## config.mk

```make
export PLATFORM = sky130hd
export DESIGN_NAME = irq_group_regs
export DESIGN_NICKNAME = d
export VERILOG_FILES = /design/src/rtl/irq_grp_pkg.sv /design/src/rtl/irq_grp_decode.sv /design/src/rtl/irq_grp_latch.sv /design/src/rtl/irq_grp_summary.sv /design/src/rtl/irq_group_regs.sv
export SDC_FILE = /design/constraint.sdc
export NUM_CORES = 1
export LEC_CHECK = 0
export BUFFER_PORTS_ARGS = -buffer_cell sky130_fd_sc_hd__buf_2
export CORE_MARGIN = 3
export CORE_UTILIZATION = 55
export DETAILED_ROUTE_END_ITERATION = 16
export PLACE_DENSITY = 0.82
export SYNTH_ARGS = -nofsm -noshare
export SYNTH_HDL_FRONTEND = slang
export SYNTH_SLANG_ARGS = --single-unit
export TNS_END_PERCENT = 100
```

## constraint.sdc

```tcl
create_clock -name clk_i -period 2.21 [get_ports clk_i]
set_clock_uncertainty 0.05 [all_clocks]
set_input_delay 0.1105 -clock clk_i [delete_from_list [all_inputs] [get_ports clk_i]]
set_output_delay 0.1105 -clock clk_i [all_outputs]
set_load 0.01 [all_outputs]
```

## src/rtl/irq_grp_pkg.sv

```systemverilog
package irq_grp_pkg;
  typedef enum logic [1:0] {
    REG_STATUS = 2'd0,
    REG_MASK   = 2'd1,
    REG_IDENT  = 2'd2,
    REG_ENABLE = 2'd3
  } reg_id_e;

  localparam int unsigned NUM_REGS   = 4;
  localparam int unsigned REG_STRIDE = 4;

  function automatic int unsigned reg_offset(input int unsigned idx);
    return idx * REG_STRIDE;
  endfunction
endpackage

```

## src/rtl/irq_grp_decode.sv

```systemverilog
module irq_grp_decode
  import irq_grp_pkg::*;
#(
  parameter int unsigned ADDR_W = 8
) (
  input  logic                clk_i,
  input  logic                rst_ni,
  input  logic                req_i,
  input  logic [ADDR_W-1:0]   addr_i,
  output logic [NUM_REGS-1:0] sel_o
);
  for (genvar r = 0; r < NUM_REGS; r++) begin : g_sel
    assign sel_o[r] = req_i && (addr_i == ADDR_W'(reg_offset(r)));
  end


  one_reg_sel_chk: assert property (@(posedge clk_i) disable iff (!rst_ni)
    $onehot0(sel_o));


  idle_no_sel_chk: assert property (@(posedge clk_i) disable iff (!rst_ni)
    !req_i |-> (sel_o == '0));
endmodule

```

## src/rtl/irq_grp_latch.sv

```systemverilog
module irq_grp_latch #(
  parameter int unsigned NUM_EVT = 32
) (
  input  logic               clk_i,
  input  logic               rst_ni,
  input  logic [NUM_EVT-1:0] evt_i,
  input  logic [NUM_EVT-1:0] imr_i,
  input  logic [NUM_EVT-1:0] clr_i,
  output logic [NUM_EVT-1:0] iir_o
);
  logic [NUM_EVT-1:0] iir_q;
  logic [NUM_EVT-1:0] set_v;

  // mask gates capture; set after clear so an event wins the race
  assign set_v = evt_i & ~imr_i;

  always_ff @(posedge clk_i or negedge rst_ni) begin
    if (!rst_ni) iir_q <= '0;
    else         iir_q <= (iir_q & ~clr_i) | set_v;
  end

  assign iir_o = iir_q;

  for (genvar b = 0; b < NUM_EVT; b++) begin : g_chk

    evt_capture_chk: assert property (@(posedge clk_i) disable iff (!rst_ni)
      (evt_i[b] && !imr_i[b]) |=> iir_q[b]);

    no_spurious_set_chk: assert property (@(posedge clk_i) disable iff (!rst_ni)
      (!iir_q[b] && !(evt_i[b] && !imr_i[b])) |=> !iir_q[b]);

    w1c_clear_chk: assert property (@(posedge clk_i) disable iff (!rst_ni)
      (clr_i[b] && !(evt_i[b] && !imr_i[b])) |=> !iir_q[b]);
  end
endmodule

```

## src/rtl/irq_grp_summary.sv

```systemverilog
module irq_grp_summary #(
  parameter int unsigned NUM_EVT = 32
) (
  input  logic               clk_i,
  input  logic               rst_ni,
  input  logic [NUM_EVT-1:0] iir_i,
  input  logic [NUM_EVT-1:0] ier_i,
  output logic               irq_o
);
  logic irq_q;

  always_ff @(posedge clk_i or negedge rst_ni) begin
    if (!rst_ni) irq_q <= 1'b0;
    else         irq_q <= |(iir_i & ier_i);
  end

  assign irq_o = irq_q;


  summary_rise_chk: assert property (@(posedge clk_i) disable iff (!rst_ni)
    (|(iir_i & ier_i)) |=> irq_o);

  summary_fall_chk: assert property (@(posedge clk_i) disable iff (!rst_ni)
    !(|(iir_i & ier_i)) |=> !irq_o);
endmodule

```

## src/rtl/irq_group_regs.sv

```systemverilog
module irq_group_regs
  import irq_grp_pkg::*;
#(
  parameter int unsigned NUM_EVT = 32,
  parameter int unsigned ADDR_W  = 8
) (
  input  logic               clk_i,
  input  logic               rst_ni,
  input  logic [NUM_EVT-1:0] evt_i,
  input  logic               req_i,
  input  logic               we_i,
  input  logic [ADDR_W-1:0]  addr_i,
  input  logic [NUM_EVT-1:0] wdata_i,
  output logic [NUM_EVT-1:0] rdata_o,
  output logic               irq_o
);
  localparam int unsigned REG_W = NUM_EVT;

  logic [NUM_REGS-1:0] sel;
  logic                wr;
  logic [REG_W-1:0]    imr_q, ier_q, iir, clr;

  irq_grp_decode #(.ADDR_W(ADDR_W)) u_decode (
    .clk_i  (clk_i),
    .rst_ni (rst_ni),
    .req_i  (req_i),
    .addr_i (addr_i),
    .sel_o  (sel)
  );

  assign wr  = req_i && we_i;
  assign clr = (wr && sel[REG_IDENT]) ? wdata_i : '0;

  always_ff @(posedge clk_i or negedge rst_ni) begin
    if (!rst_ni) begin
      imr_q <= '1;
      ier_q <= '0;
    end else begin
      if (wr && sel[REG_MASK])   imr_q <= wdata_i;
      if (wr && sel[REG_ENABLE]) ier_q <= wdata_i;
    end
  end

  irq_grp_latch #(.NUM_EVT(NUM_EVT)) u_latch (
    .clk_i  (clk_i),
    .rst_ni (rst_ni),
    .evt_i  (evt_i),
    .imr_i  (imr_q),
    .clr_i  (clr),
    .iir_o  (iir)
  );

  irq_grp_summary #(.NUM_EVT(NUM_EVT)) u_summary (
    .clk_i  (clk_i),
    .rst_ni (rst_ni),
    .iir_i  (iir),
    .ier_i  (ier_q),
    .irq_o  (irq_o)
  );

  always_comb begin
    rdata_o = '0;
    if (sel[REG_STATUS]) rdata_o = evt_i;
    if (sel[REG_MASK])   rdata_o = imr_q;
    if (sel[REG_IDENT])  rdata_o = iir;
    if (sel[REG_ENABLE]) rdata_o = ier_q;
  end


  mask_wr_keeps_ident_chk: assert property (@(posedge clk_i) disable iff (!rst_ni)
    (wr && sel[REG_MASK] && (evt_i == '0)) |=> $stable(iir));

  enable_wr_chk: assert property (@(posedge clk_i) disable iff (!rst_ni)
    (wr && sel[REG_ENABLE]) |=> (ier_q == $past(wdata_i)));

  unmapped_wr_chk: assert property (@(posedge clk_i) disable iff (!rst_ni)
    (wr && (sel == '0)) |=> ($stable(imr_q) && $stable(ier_q)));
endmodule

```

==> metrics <==
status complete, no violations; top post-synthesis cells by area dfrtp_1 31%, dfstp_2 16%, mux4_2 14%; total global-route track usage around 27%; P_leak 3.24 nW; synthesized instance count ~410; Iteration-0 DRC Markers roughly 250; post-synthesis cell area about 5300 um2; EDFF count, synth 0; row cnt 35; Max-slew headroom between 60% and 70%; Ys Warns 0; maximum VDD drop between 0.2 and 0.3 mV; Buffers on Ports roughly 110; Setup Buffers After CTS 0; Top Ports about 110; worst path required time between 2 and 2.5 ns; worst-margin pin slew around 0.55 ns; Worst setup EP type output port; # DRC 0; cts bufs inserted 9; Antenna Violating Nets Remaining 0; clock sinks 97; syn_nets 488; top-area cell type share of the netlist area between 30% and 40%; setup tns final 0 ns; #FFs+latches synth 97; commonest cells in the netlist 65 x dfrtp_1, 64 x inv_1; period utilization about nine tenths; crit path max fanout 16; Final Core Density between 70% and 80%; depth of the CTS H-tree 3; CTS tree done; worst setup path class primary input to output port; clk root buf clkbuf_8; worst-skew pair later-pin latency about 0.37 ns; Post-synth top flop dfrtp_1; total die area 10800 um2; sequential share of power between 50% and 60%; max-slew violations 0; WL/cell just over 20 um; post-layout min period 1.98 ns; Netlist cell types 24; sw frac 24.3%; Worst setup SP type primary input; number of nets in the layout 661; Max-Cap Viols 0; synthesized area per cell around 13 um2; Initial Util 56.8%; drt total wl 14500 um; DR pass1 iterations 5; Critical Path AT 1.82 ns; clk buf depth 2; Fin. Hold Viols 0; Int Power 2.76 mW; HP Class primary input to flip-flop; Fmax 504 MHz; clock transition at the registers of the reported paths around 0.090 ns; CORE AREA 9280 um2; area delta synth->final 30.5%; Psw about 900 uW; first-pass GRT wire length 23500 um; RSZ-0062 raised after global routing false; Setup Viol. Count Final 0; ANT cells 0; Die Wd about 100 um; gpl congestion between 0.8 and 0.9; PD cells 529 nW/um2; sequential-to-total area share from yosys stat about 47%; initial antenna violation count 0; count leader, synth dfrtp_1; async set-reset flop share out of synthesis 100%; Vias ~4200; layout cell share with drive strength beyond 1 a little under half; Comb pwr share roughly 14%; GRT overflow 0; Die Y just over 100 um; Final HPWL DP between 9000 and 10000 um; clock power share 34.7%; number of global-route vias before repair between 4000 and 5000; leading area contributor after synthesis dfrtp_1; largest net degree at the start of global routing between 40 and 50; vias per cell between 5 and 6
-- sequential cells by signal (all words and copies together), names as in the netlist --
| name | flops |
|---|---|
| ier_q | 32 |
| u_summary.irq_o | 1 |
| u_latch.iir_o | 32 |
| imr_q | 32 |
-- cells by family (layout without fill, tap and decap cells) --
kind of cell / count (synthesis) / in the layout / synth area share (%)
AO/OA/AOI/OAI: 80 / 80 / 10.6
buffers and inverters: 94 / 272 / 7.48
flip-flops: 97 / 97 / 46.8
multiplexers: 96 / 96 / 29.5
AND/OR/NAND/NOR: 45 / 45 / 5.56
-- layout make-up --
type / count / area (um2)
Inverter: 64 / 240
Fill cell: 615 / 2410
Clock buffer: 11 / 131
Clock inverter: 5 / 81.3
Timing Repair Buffer: 192 / 1390
Multi-Input combinational cell: 221 / 2410
Tap cell: 129 / 161
Sequential cell: 97 / 2470
-- worst max-delay path, cell delays in order --
cell     delay, ns
buf_2         0.09
or3b_2        0.52
buf_4         0.23
or2_2         0.31
buf_4         0.22
nor2b_1       0.17
buf_2         0.17
-- what timing repair did --
item / CTS / global route
hold buffers: 65 / 0
resized for setup: 0 / 0
endpoints found under the hold margin: 122 / 0
-- cells in the final DEF (no fill, tap or decap), types with 2 or more instances in the layout --
master / instances
buf_4: 16
clkbuf_8: 9
a22oi_1: 16
mux2_1: 2
mux4_2: 32
inv_1: 64
dfstp_2: 32
or4_4: 2
dlygate4sd3_1: 65
dfrtp_1: 65
nand4_1: 4
mux2_2: 32
buf_2: 107
clkbuf_1: 2
o21ai_0: 32
nor2b_1: 32
bufinv_16: 2
mux2_4: 30
buf_12: 4
o41ai_1: 32
-- power by group through the flow --
| stage | Combinational (mW) | Sequential (mW) | Clock [mW] |
|---|---|---|---|
| 3_5_place_dp | 0.423 | 1.89 | 0 |
| 4_1_cts | 0.514 | 1.86 | 1.28 |
| 5_1_grt | 0.554 | 1.86 | 1.36 |
| 6_report | 0.518 | 1.86 | 1.26 |
| 2_1_floorplan | 0.215 | 1.88 | 0 |
| 3_3_place_gp | 0.412 | 1.89 | 0 |
-- per-layer routing --
layer | up-vias | global-route usage (%) | routed length, um
li1 | 1851 | - | -
met3 | 35 | 4.84 | 922
met5 | - | 0 | 0
met2 | 190 | 46.3 | 7300
met4 | 0 | 9.78 | 365
met1 | 2104 | 35.9 | 5880
-- through the flow --
step / instances / hold slack (ns) / setup slack [ns] / power [mW] / instance area [um2]
2_1_floorplan: 412 / -0.235 / 0.243 / 2.10 / 5270
3_3_place_gp: 638 / 0.0753 / 0.224 / 2.30 / 6010
3_5_place_dp: 638 / 0.0741 / 0.191 / 2.31 / 6010
4_1_cts: 719 / 0.0975 / 0.250 / 3.65 / 6880
5_1_grt: 719 / 0.135 / 0.186 / 3.78 / 6880
6_report: 719 / 0.109 / 0.225 / 3.64 / 6880
-- worst paths after layout --
kind	from	to	cells past startpoint	slack, ns
max	addr_i[7]	rdata_o[20]	7	0.23
min	addr_i[0]	u_latch.iir_o[17]$_DFF_PN0_	4	0.11
max reg2reg	u_latch.iir_o[28]$_DFF_PN0_	u_summary.irq_o$_DFF_PN0_	3	0.68
min reg2reg	ier_q[13]$_DFFE_PN0P_	ier_q[13]$_DFFE_PN0P_	1	0.49
max in group asynchronous	rst_ni	imr_q[12]$_DFFE_PN1P_	3	1.14
min in group asynchronous	rst_ni	u_latch.iir_o[28]$_DFF_PN0_	2	0.22
Note: power is estimated with default switching activity, not from simulation.
